<file path="src/rtl/smbseq_pkg.sv">
package smbseq_pkg;
    localparam int unsigned ADDR_W = 7;
    localparam int unsigned BYTE_W = 8;
    localparam int unsigned ERR_W  = 4;
    localparam int unsigned STAT_W = ERR_W + 3;

    typedef enum logic [2:0] {
        OP_NONE   = 3'd0,
        OP_START  = 3'd1,
        OP_RSTART = 3'd2,
        OP_WRITE  = 3'd3,
        OP_READ   = 3'd4,
        OP_STOP   = 3'd5
    } op_e;

    typedef struct packed {
        logic [ADDR_W-1:0] addr;
        logic              rnw;
        logic [BYTE_W-1:0] wlen;
        logic [BYTE_W-1:0] rlen;
        logic              cmd;
        logic              blk;
    } desc_t;
endpackage

</file>
<file path="src/rtl/smb_form_decode.sv">
module smb_form_decode
    import smbseq_pkg::*;
(
    input  logic [ADDR_W-1:0] addr,
    input  logic              rnw,
    input  logic              cmd,
    input  logic [BYTE_W-1:0] wlen,
    input  logic [BYTE_W-1:0] rlen,
    output logic              has_wr,
    output logic              has_rd,
    output logic [BYTE_W-1:0] addr_first,
    output logic [BYTE_W-1:0] addr_read
);
    logic first_rw;

    always_comb begin
        has_wr     = cmd || (wlen != '0);
        has_rd     = (rlen != '0);
        first_rw   = has_wr ? 1'b0 : (has_rd ? 1'b1 : rnw);
        addr_first = {addr, first_rw};
        addr_read  = {addr, 1'b1};
    end
endmodule

</file>
<file path="src/rtl/smb_xfer_count.sv">
module smb_xfer_count
    import smbseq_pkg::*;
(
    input  logic              clk,
    input  logic              rst_n,
    input  logic              clr,
    input  logic              tx_inc,
    input  logic              rx_inc,
    input  logic              ld,
    input  logic [BYTE_W-1:0] ld_val,
    input  logic              dec,
    output logic [BYTE_W-1:0] tx_cnt,
    output logic [BYTE_W-1:0] rx_cnt,
    output logic [BYTE_W-1:0] left
);
    localparam logic [BYTE_W-1:0] BONE = BYTE_W'(1);

    always_ff @(posedge clk or negedge rst_n) begin
        if (!rst_n) begin
            tx_cnt <= '0;
            rx_cnt <= '0;
        end else if (clr) begin
            tx_cnt <= '0;
            rx_cnt <= '0;
        end else begin
            if (tx_inc) tx_cnt <= tx_cnt + BONE;
            if (rx_inc) rx_cnt <= rx_cnt + BONE;
        end
    end

    always_ff @(posedge clk or negedge rst_n) begin
        if (!rst_n)   left <= '0;
        else if (ld)  left <= ld_val;
        else if (dec) left <= left - BONE;
    end
endmodule

</file>
<file path="src/rtl/smb_status_acc.sv">
module smb_status_acc
    import smbseq_pkg::*;
(
    input  logic              clk,
    input  logic              rst_n,
    input  logic              clr,
    input  logic              nak_ev,
    input  logic [ERR_W-1:0]  err_bits,
    input  logic              lpr_ev,
    input  logic              fin_ev,
    output logic [STAT_W-1:0] status
);
    logic             ok_q, nak_q, lpr_q;
    logic [ERR_W-1:0] err_q;
    logic             any_bad;

    for (genvar g = 0; g < ERR_W; g++) begin : g_err
        always_ff @(posedge clk or negedge rst_n) begin
            if (!rst_n)           err_q[g] <= 1'b0;
            else if (clr)         err_q[g] <= 1'b0;
            else if (err_bits[g]) err_q[g] <= 1'b1;
        end
    end

    assign any_bad = nak_q || lpr_q || (err_q != '0) || nak_ev || lpr_ev || (err_bits != '0);

    always_ff @(posedge clk or negedge rst_n) begin
        if (!rst_n) begin
            ok_q  <= 1'b0;
            nak_q <= 1'b0;
            lpr_q <= 1'b0;
        end else if (clr) begin
            ok_q  <= 1'b0;
            nak_q <= 1'b0;
            lpr_q <= 1'b0;
        end else begin
            if (nak_ev) nak_q <= 1'b1;
            if (lpr_ev) lpr_q <= 1'b1;
            if (fin_ev) ok_q  <= !any_bad;
        end
    end

    assign status = {lpr_q, err_q, nak_q, ok_q};
endmodule

</file>
<file path="src/rtl/smbus_desc_seq.sv">
module smbus_desc_seq
    import smbseq_pkg::*;
#(
    parameter int unsigned BLK_MAX = 32,
    parameter int unsigned IDX_W   = 6
) (
    input  logic              clk,
    input  logic              rst_n,
    input  logic              start,
    input  logic [ADDR_W-1:0] d_addr,
    input  logic              d_rnw,
    input  logic [BYTE_W-1:0] d_wlen,
    input  logic [BYTE_W-1:0] d_rlen,
    input  logic              d_cmd,
    input  logic              d_blk,
    output logic              busy,
    output logic              done,
    output logic [STAT_W-1:0] status,
    output logic [BYTE_W-1:0] tx_count,
    output logic [BYTE_W-1:0] rx_count,
    output logic [IDX_W-1:0]  buf_raddr,
    input  logic [BYTE_W-1:0] buf_rdata,
    output logic              buf_we,
    output logic [IDX_W-1:0]  buf_waddr,
    output logic [BYTE_W-1:0] buf_wdata,
    output logic              op_req,
    output logic [2:0]        op_code,
    output logic [BYTE_W-1:0] op_wbyte,
    output logic              op_ack,
    input  logic              op_done,
    input  logic [BYTE_W-1:0] op_rbyte,
    input  logic              op_nak,
    input  logic [ERR_W-1:0]  op_err
);
    localparam logic [BYTE_W-1:0] BONE    = BYTE_W'(1);
    localparam logic [BYTE_W-1:0] BLK_LIM = BYTE_W'(BLK_MAX);

    typedef enum logic [3:0] {
        S_IDLE, S_START, S_ADDR, S_WRITE, S_RSTART, S_RADDR,
        S_RCOUNT, S_READ, S_DRAIN, S_STOP, S_FINISH
    } state_e;

    state_e            state_q, state_d, adv;
    desc_t             desc_q;
    op_e               op_sel;
    logic              has_wr, has_rd;
    logic [BYTE_W-1:0] addr_first, addr_read, left;
    logic              in_op, nak_now, err_now, fail_now, ok_now;
    logic              wr_last, blk_bad, cnt_clr, tx_inc, ld, lpr_ev, fin_ev;
    logic [BYTE_W-1:0] ld_val;
    logic [ERR_W-1:0]  err_bits;

    always_ff @(posedge clk or negedge rst_n) begin
        if (!rst_n) desc_q <= '0;
        else if (state_q == S_IDLE && start)
            desc_q <= '{addr: d_addr, rnw: d_rnw, wlen: d_wlen,
                        rlen: d_rlen, cmd: d_cmd, blk: d_blk};
    end

    smb_form_decode u_decode (
        .addr(desc_q.addr), .rnw(desc_q.rnw), .cmd(desc_q.cmd),
        .wlen(desc_q.wlen), .rlen(desc_q.rlen),
        .has_wr(has_wr), .has_rd(has_rd),
        .addr_first(addr_first), .addr_read(addr_read)
    );

    // operation outcome
    always_comb begin
        in_op    = !(state_q inside {S_IDLE, S_FINISH});
        nak_now  = op_done && op_nak && (state_q inside {S_ADDR, S_WRITE, S_RADDR});
        err_now  = op_done && in_op && (op_err != '0);
        fail_now = nak_now || err_now;
        ok_now   = op_done && in_op && !fail_now;
        wr_last  = desc_q.cmd || ((tx_count + BONE) == desc_q.wlen);
        blk_bad  = (op_rbyte == '0) || (op_rbyte > BLK_LIM);
    end

    // successor on clean completion
    always_comb begin
        adv = S_STOP;
        unique case (state_q)
            S_START:  adv = S_ADDR;
            S_ADDR:   adv = has_wr ? S_WRITE : (has_rd ? (desc_q.blk ? S_RCOUNT : S_READ) : S_STOP);
            S_WRITE:  adv = wr_last ? (has_rd ? S_RSTART : S_STOP) : S_WRITE;
            S_RSTART: adv = S_RADDR;
            S_RADDR:  adv = desc_q.blk ? S_RCOUNT : S_READ;
            S_RCOUNT: adv = blk_bad ? S_DRAIN : S_READ;
            S_READ:   adv = (left == BONE) ? S_STOP : S_READ;
            default:  adv = S_STOP;
        endcase
    end

    always_comb begin
        state_d = state_q;
        unique case (state_q)
            S_IDLE:   if (start) state_d = S_START;
            S_STOP:   if (op_done) state_d = S_FINISH;
            S_FINISH: state_d = S_IDLE;
            default: begin
                if (fail_now)    state_d = S_STOP;
                else if (ok_now) state_d = adv;
            end
        endcase
    end

    always_ff @(posedge clk or negedge rst_n) begin
        if (!rst_n) state_q <= S_IDLE;
        else        state_q <= state_d;
    end

    // outputs toward the engine
    always_comb begin
        op_sel   = OP_NONE;
        op_wbyte = '0;
        op_ack   = 1'b0;
        unique case (state_q)
            S_START:  op_sel = OP_START;
            S_ADDR:   begin op_sel = OP_WRITE; op_wbyte = addr_first; end
            S_WRITE:  begin op_sel = OP_WRITE; op_wbyte = desc_q.cmd ? desc_q.wlen : buf_rdata; end
            S_RSTART: op_sel = OP_RSTART;
            S_RADDR:  begin op_sel = OP_WRITE; op_wbyte = addr_read; end
            S_RCOUNT: begin op_sel = OP_READ; op_ack = 1'b1; end
            S_READ:   begin op_sel = OP_READ; op_ack = (left != BONE); end
            S_DRAIN:  op_sel = OP_READ;
            S_STOP:   op_sel = OP_STOP;
            default:  op_sel = OP_NONE;
        endcase
    end

    assign op_req  = in_op;
    assign op_code = op_sel;
    assign busy    = (state_q != S_IDLE);
    assign done    = (state_q == S_FINISH);

    // counters and buffer
    assign cnt_clr   = (state_q == S_IDLE) && start;
    assign tx_inc    = (state_q == S_WRITE) && ok_now;
    assign buf_we    = (state_q == S_READ) && ok_now;
    assign ld        = cnt_clr || ((state_q == S_RCOUNT) && ok_now);
    assign ld_val    = cnt_clr ? d_rlen : op_rbyte;
    assign buf_raddr = tx_count[IDX_W-1:0];
    assign buf_waddr = rx_count[IDX_W-1:0];
    assign buf_wdata = op_rbyte;

    smb_xfer_count u_count (
        .clk(clk), .rst_n(rst_n), .clr(cnt_clr), .tx_inc(tx_inc), .rx_inc(buf_we),
        .ld(ld), .ld_val(ld_val), .dec(buf_we),
        .tx_cnt(tx_count), .rx_cnt(rx_count), .left(left)
    );

    assign err_bits = err_now ? op_err : '0;
    assign lpr_ev   = (state_q == S_RCOUNT) && ok_now && (op_rbyte > BLK_LIM);
    assign fin_ev   = (state_q == S_STOP) && op_done;

    smb_status_acc u_status (
        .clk(clk), .rst_n(rst_n), .clr(cnt_clr), .nak_ev(nak_now),
        .err_bits(err_bits), .lpr_ev(lpr_ev), .fin_ev(fin_ev), .status(status)
    );
endmodule

</file>
<file path="config.mk">
export PLATFORM = sky130hd
export DESIGN_NAME = smbus_desc_seq
export DESIGN_NICKNAME = d
export VERILOG_FILES = /design/src/rtl/smbseq_pkg.sv /design/src/rtl/smb_form_decode.sv /design/src/rtl/smb_xfer_count.sv /design/src/rtl/smb_status_acc.sv /design/src/rtl/smbus_desc_seq.sv
export SDC_FILE = /design/constraint.sdc
export NUM_CORES = 1
export LEC_CHECK = 0
export BUFFER_PORTS_ARGS = -buffer_cell sky130_fd_sc_hd__buf_4
export CAP_MARGIN = 10
export CORE_UTILIZATION = 30
export DETAILED_ROUTE_END_ITERATION = 8
export PLACE_DENSITY = 0.54
export REMOVE_ABC_BUFFERS = 1
export SLEW_MARGIN = 5
export SYNTH_ARGS = -nofsm -noshare
export SYNTH_HDL_FRONTEND = slang
export SYNTH_SLANG_ARGS = --single-unit
</file>
<file path="constraint.sdc">
create_clock -name clk -period 3.84 [get_ports clk]
set_clock_uncertainty 0.2 [all_clocks]
set_input_delay 1.152 -clock clk [delete_from_list [all_inputs] [get_ports clk]]
set_output_delay 1.152 -clock clk [all_outputs]
set_load 0.02 [all_outputs]
</file>
==> results of run 1 <==
-- kinds of logic after synthesis --
kind of cell	Yosys count
AND/OR/NAND/NOR	220
AO/OA/AOI/OAI	82
flip-flops	61
buffers and inverters	60
XOR/XNOR	27
multiplexers	13
adder cells (fa/ha/maj)	4
-- registers in the layout, indices dropped and copies added (netlist names) --
| name | cells |
|---|---|
| u_count.left | 8 |
| u_count.tx_cnt | 8 |
| u_status.ok_q | 1 |
| u_count.rx_cnt | 8 |
| desc_q | 26 |
| state_q | 4 |
| u_status.lpr_q | 1 |
| u_status.status | 4 |
| u_status.nak_q | 1 |
-- synth_stat cells, types with 4 or more instances --
cell type	instances	area share, %
a21oi_1	14	1.8
a31oi_1	4	0.66
and3_1	9	1.5
buf_1	5	0.49
buf_4	23	4.5
clkbuf_1	18	1.8
dfrtp_1	61	40
ha_1	4	1.3
inv_1	12	1.2
mux2i_1	13	3.4
nand2_1	104	10
nand2b_1	4	0.66
nand3_1	10	1.3
nand4_1	7	1.2
nor2_1	47	4.6
nor3_1	10	1.3
nor4_1	10	1.6
o21ai_0	25	3.3
o221ai_1	4	0.92
or3_1	4	0.66
xnor2_1	8	1.8
xor2_1	19	4.4
-- routing by layer --
metal | up-vias | routed length (µm)
li1 | 1759 | -
met1 | 1723 | 5100
met2 | 88 | 5320
met3 | 15 | 466
met4 | 0 | 182
met5 | - | 0
-- power by group through the flow --
stage | registers, µW | logic, µW | clock network [µW]
2_1_floorplan | 1100 | 677 | 0
3_3_place_gp | 1100 | 1120 | 0
3_5_place_dp | 1100 | 1140 | 0
4_1_cts | 1100 | 1150 | 731
5_1_grt | 1140 | 1270 | 763
6_report | 1100 | 1140 | 711
-- stage by stage --
stage                     total power [µW]  setup TNS [ns]  cell area [µm²]  utilization (%)
after floorplan                       1770          -0.837             3540                -
after global placement                2220         -0.0431             4670             38.3
after detailed placement              2250         -0.0935             4670             38.3
after CTS                             2980               0             4950             40.5
after global routing                  3170               0             4950             40.5
final                                 2950               0             4950             40.5
-- tightest hold or removal path: stages (launching register included) --
cell	delay (ns)
dfrtp_1	0.34
nand2_1	0.05
nand2_1	0.06
-- path summary, 6_finish.rpt --
kind                       startpoint           endpoint  slack (ns)
max                         op_err[1]             buf_we        0.05
min                        desc_q[24]         desc_q[24]        0.28
max reg2reg                state_q[1]    u_count.left[3]        0.94
min reg2reg                desc_q[24]         desc_q[24]        0.28
max in group asynchronous       rst_n  u_count.rx_cnt[5]        2.19
min in group asynchronous       rst_n  u_count.tx_cnt[4]        0.72
-- timing repair --
item / 4_1_cts / 5_1_grt
resized for setup: 4 / 1
setup endpoints to repair: 1 / 1
pin swaps: 0 / 0
-- final cells by class --
cell class,count,area (µm²)
fillers,1303,7260
multi-input cells,346,1980
repair buffers,123,935
well taps,168,210
inverters,12,45.0
clock inverters,2,12.5
clock buffers,11,243
flip-flops and latches,61,1530
==> run metrics, run 1 <==
outcome completed; M2 GR Usage approximately 28%; CTS Hold Bufs 0; sequential power share 37.3%; WHS 0.279 ns; fraction of synthesized area in multiplexers 3.42%; met1 Use GR 23.0%; DR WL/cell around 15 µm; initial antenna violation count 0; GR peak layer met2; Buf+Inv Stages, Crit Path 3; setup repair after global routing missed its margin no; largest family of logic cells by synthesized area simple AND/OR/NAND/NOR gates; Clk pwr share between 20 and 25%; Sinks on Clock Net 61; Worst Path Required 2.49 ns; Leak 0.00240 µW; Synth Area per Inst 8.15 µm²; nets slightly above 600; combinational power share between 30% and 40%; Diodes inserted 0; synthesized-area fraction occupied by adder cells 1.31%; Worst path depth 6; Iteration-0 DRC Markers 155; CTS tree built; Initial Util a little under a third; met3 Use GR 2.75%; crit path max-delay cell type or4_4; WHS Path Cells 2; Synth Area in Compound Gates 14.6%; most frequent cells in the layout buf_4 (120), nand2_1 (104), dfrtp_1 (61); layout cells sized above 1 25.9%; Synth Register Bits slightly above 60; CTS max path bufs 2; I/O Pins 110; Worst EP arrival 2.44 ns; Rows 40; Worst Hold Class flop to flop; Power Density 596 nW/µm²; sequential fraction of the synthesis area roughly 40%; H-tree levels 3; Skew-Pair Late Insertion Delay 0.32 ns; reg2reg path depth 8; dpl hpwl ~8300 µm; Final Non-Filler Cells 723; share of async-settable or async-resettable flops after synthesis 100%; Die Ht 115 µm; Final setup viols 0; vias per cell 4.96; Net Sw Frac 39.4%; Post-Synthesis Cell Area around 3800 µm²; largest net degree at the start of global routing 62; FMAX 264 MHz; Final period util roughly 99%; Post-CTS Setup Repair Bufs 0; first-pass GRT wire length ~18000 µm; CORE AREA 12200 µm²; most common cell after layout, fill and taps aside buf_4; DR vias 3585; Remaining DRCs 0; root buf cell clkbuf_16; VDD IR-drop max roughly 0.18 mV; Int Power between 1500 and 2000 µW; CP delay by family, top simple AND/OR/NAND/NOR gates; vias in the first global route 3460; Post-synth EDFFs 0; Syn. warnings 0; drt first pass iters 4; min cycle time layout 3.79 ns; CP cell instances buf_4, or4_4, a211o_4, nor3_4, buf_6, buf_6; NetSw 1160 µW; RePlAce Congestion 0.826; Post-Route WL ~11000 µm; dominant synthesized flop cell dfrtp_1; Area Overhead vs Synth 30.0%; gr ovfl total 0; TritonCTS buffer count 9; worst slew pin tran between 0.8 and 0.9 ns; Fin. Hold Viols 0; Slew HR 46.4%; die area 13100 µm²; Most common cell on crit path buf_6; DRT antenna net count 0; worst slack, placed -0.0935 ns; port bufs approximately 110; CP peak stage delay roughly 0.52 ns; Distinct cells, synth 57; GR Util All Layers 17.4%; Post-Synth Simple-Gate Area about a quarter; CP startpoint kind input port; die outline width between 100 and 150 µm; Mapped Cells around 470; clk slew on worst S/H paths 0.05 ns; Final Slew Violations 0; setup ws final 0.0467 ns; Max Cap Viol 0; placed insts 710; Crit. End Element primary output; xor/xnor share of the synthesized area 6.21%; critical path type input port to primary output; Crit Path Max Fanout 2
(Power assumes the default switching activity.)
==> run 2, diff against run 1 <==
--- a/config.mk
+++ b/config.mk
@@ -14,4 +14,5 @@
 export SLEW_MARGIN = 5
 export SYNTH_ARGS = -nofsm -noshare
 export SYNTH_HDL_FRONTEND = slang
+export SYNTH_HIERARCHICAL = 1
 export SYNTH_SLANG_ARGS = --single-unit
==> run metrics, run 2 <==
CTS max path bufs 2 (unchanged); ranking of synthesized cells by area dfrtp_1 (38%), nand2_1 (11%), buf_4 (7.2%) (was dfrtp_1 (40%), nand2_1 (10%), nor2_1 (4.6%)); sequential fraction of the synthesis area 37.7% (was 40.1%); Final setup viols 0 (unchanged); DRT antenna net count 0 (unchanged); Power Density 578 nW/µm² (was 596 nW/µm²); max reg flops 26 (unchanged); Crit. End Element primary output (unchanged); setup ws final 0.0169 ns (was 0.0467 ns); root buf cell clkbuf_16 (unchanged); M2 GR Usage 28.1% (was 28.2%); synthesized-area fraction occupied by adder cells 1.23% (was 1.31%); # fillers 1354 (was 1303); GR peak layer met2 (unchanged); Distinct cells, synth 59 (was 57); CP cell instances buf_4, or4_4, or3_4, nor2_2, buf_6 (was buf_4, or4_4, a211o_4, nor3_4, buf_6, buf_6); Slew HR 46.3% (was 46.4%); layout cells sized above 1 24.9% (was 25.9%); TritonCTS buffer count 9 (unchanged); clk slew on worst S/H paths 0.05 ns (about the same); most common cell after layout, fill and taps aside nand2_1 (was buf_4); WHS Path Cells 2 (unchanged); Max Cap Viol 0 (unchanged); FMAX 262 MHz (was 264 MHz); largest net degree at the start of global routing 62 (unchanged); CP peak stage delay 0.53 ns (was 0.52 ns); Worst path depth 5 (was 6); share of async-settable or async-resettable flops after synthesis 100% (unchanged); Synth Area in Compound Gates 13.3% (was 14.6%); port bufs 109 (unchanged); met3 Use GR 3.47% (was 2.75%); Buf+Inv Stages, Crit Path 2 (was 3); Pwr Total 2920 µW (was 2950 µW); first-pass GRT wire length 18700 µm (was 17700 µm); Reg2Reg Launch Point state_q[1] (unchanged); die outline width 118 µm (was 115 µm); Synth Area per Inst 8.08 µm² (was 8.15 µm²); Skew-Pair Late Insertion Delay 0.33 ns (was 0.32 ns); Final Slew Violations 0 (unchanged); min cycle time layout 3.82 ns (was 3.79 ns); outcome completed (unchanged); Largest Register desc_q (unchanged); largest family of logic cells by synthesized area simple AND/OR/NAND/NOR gates (unchanged); Hold Path End desc_q[6] (was desc_q[24]); Sinks on Clock Net 61 (unchanged); H-tree levels 3 (unchanged); reg2reg path depth 10 (was 8); Post-synth EDFFs 0 (unchanged); DR vias 3747 (was 3585); I/O Pins 110 (unchanged); Critical R2R Capture u_count/left[7] (was u_count.left[3]); Rows 42 (was 40); Initial Util 30.7% (was 31.2%); Sequential Area 1530 µm² (unchanged); Area Overhead vs Synth 24.8% (was 30.0%); GR Util All Layers 17.0% (was 17.4%); multi-input logic area 2100 µm² (was 1980 µm²); worst slack, placed -0.0874 ns (was -0.0935 ns); Iteration-0 DRC Markers 108 (was 155); Post-Synthesis Cell Area 4050 µm² (was 3810 µm²); Mapped Cells 502 (was 467); drt first pass iters 5 (was 4); Leak 0.00242 µW (was 0.00240 µW); VDD IR-drop max 0.207 mV (was 0.179 mV); worst slew pin tran 0.805 ns (was 0.804 ns); xor/xnor share of the synthesized area 4.32% (was 6.21%); Worst Path Required 2.49 ns (about the same); most common cell in the synthesized netlist nand2_1 (unchanged); crit path max-delay cell type or4_4 (unchanged); Post-Synth Simple-Gate Area 30.2% (was 26.1%); Crit Path Max Fanout 2 (unchanged); Final period util 99.6% (was 98.8%); Remaining DRCs 0 (unchanged); Syn. warnings 6 (was 0); Worst Hold Class flop to flop (unchanged); critical path type input port to primary output (unchanged); Synth Register Bits 61 (unchanged); Fin. Hold Viols 0 (unchanged); CTS tree built (unchanged); dpl hpwl 8470 µm (was 8260 µm); met1 Use GR 21.8% (was 23.0%); Post-CTS Setup Repair Bufs 0 (unchanged); Post-synth top cells nand2_1 (121), dfrtp_1 (61), nor2_1 (41) (was nand2_1 (104), dfrtp_1 (61), nor2_1 (47)); most frequent cells in the layout nand2_1 (121), buf_4 (120), dfrtp_1 (61) (was buf_4 (120), nand2_1 (104), dfrtp_1 (61)); Die Ht 118 µm (was 115 µm); CORE AREA 13200 µm² (was 12200 µm²); nets 627 (was 608); gr ovfl total 0 (unchanged); fraction of synthesized area in multiplexers 2.47% (was 3.42%); Worst R2R Setup Slack 0.47 ns (was 0.94 ns); initial antenna violation count 0 (unchanged); dominant synthesized flop cell dfrtp_1 (unchanged); DR WL/cell 15.3 µm (about the same); Worst EP arrival 2.47 ns (was 2.44 ns); CP startpoint kind input port (unchanged); CP delay by family, top simple AND/OR/NAND/NOR gates (unchanged); Post-Route WL 11500 µm (was 11100 µm); die area 14000 µm² (was 13100 µm²); vias per cell 4.99 (was 4.96); critical hold path startpoint desc_q[6] (was desc_q[24]); vias in the first global route 3760 (was 3460); RePlAce Congestion 0.843 (was 0.826); area leader, netlist dfrtp_1 (unchanged); Synth top area share 37.7% (was 40.1%); Diodes inserted 0 (unchanged)
## run 2: changes by cell type in the layout (fill, tap and decap cells not counted), moves of 4 or more
| cell | change |
|---|---|
| nor3_1 | -4 |
| nor4_1 | -5 |
| nand2b_1 | +5 |
| o22ai_1 | +8 |
| xor2_1 | -8 |
| nor2_1 | -7 |
| a22oi_1 | +7 |
| nand2_1 | +17 |
| or4_1 | +6 |
| o21ai_0 | -6 |
| nand3_1 | +5 |
## run 2: worst max path at each step
stage / startpoint / to / slack (ns)
CTS: op_err[0] / buf_we / 0.02
floorplan: op_err[0] / u_count/left[7] / -0.34
global route: op_err[0] / buf_we / -0.006
finish: op_err[0] / buf_we / 0.02
detailed placement: op_err[0] / u_count/left[5] / -0.09
global placement: op_err[0] / u_count/left[5] / -0.04
## run 2: worst min-delay path, stage by stage (launching register included)
cell	delay [ns]
dfrtp_1	0.34
nand2_1	0.05
nand2_1	0.05
## run 2: power breakdown
part / switching (µW) / leakage (µW) / internal, µW
Sequential: 231 / 0.000774 / 850
Clock: 270 / 0.000134 / 461
Combinational: 647 / 0.00151 / 465
Total: 1150 / 0.00242 / 1780
## run 2: layout make-up
type,count,area share (%)
tap,176,4.35
timing repair buffer,121,18.0
sequential,61,30.2
inverter,9,0.667
multi-input combinational,370,41.5
clock buffer,12,5.07
clock inverter,2,0.198
## run 2: through the flow
stage          TNS [ns]  hold WS (ns)  utilization, %  cell area [µm²]  instances
2_1_floorplan     -1.11         0.246               -             3650        440
6_report              0         0.278            38.4             5060        751
5_1_grt        -0.00590         0.318            38.4             5060        751
3_5_place_dp     -0.185         0.267            36.3             4780        737
3_3_place_gp     -0.106         0.261            36.3             4780        737
4_1_cts               0         0.280            38.3             5060        751
## run 2: routing by layer
layer | routed length [µm] | vias up
met1 | 5110 | 1803
met5 | 0 | -
met2 | 5670 | 84
met3 | 461 | 15
li1 | - | 1845
met4 | 242 | 0
## run 2: what timing repair did
item | CTS | global route
hold buffers | 0 | 0
setup endpoints to repair | 1 | 1
resized for setup | 2 | 1
## run 2: kinds of logic (layout without fill, tap and decap cells)
logic type                 after synthesis  in the layout
and+or+nand+nor                        251            251
AOI/OAI and AO/OA                       84             84
buffers and inverters                   71            144
DFF                                     61             61
xor gates and xnor gates                20             20
muxes                                   10             10
adders and majority gates                4              4
other                                    1              1
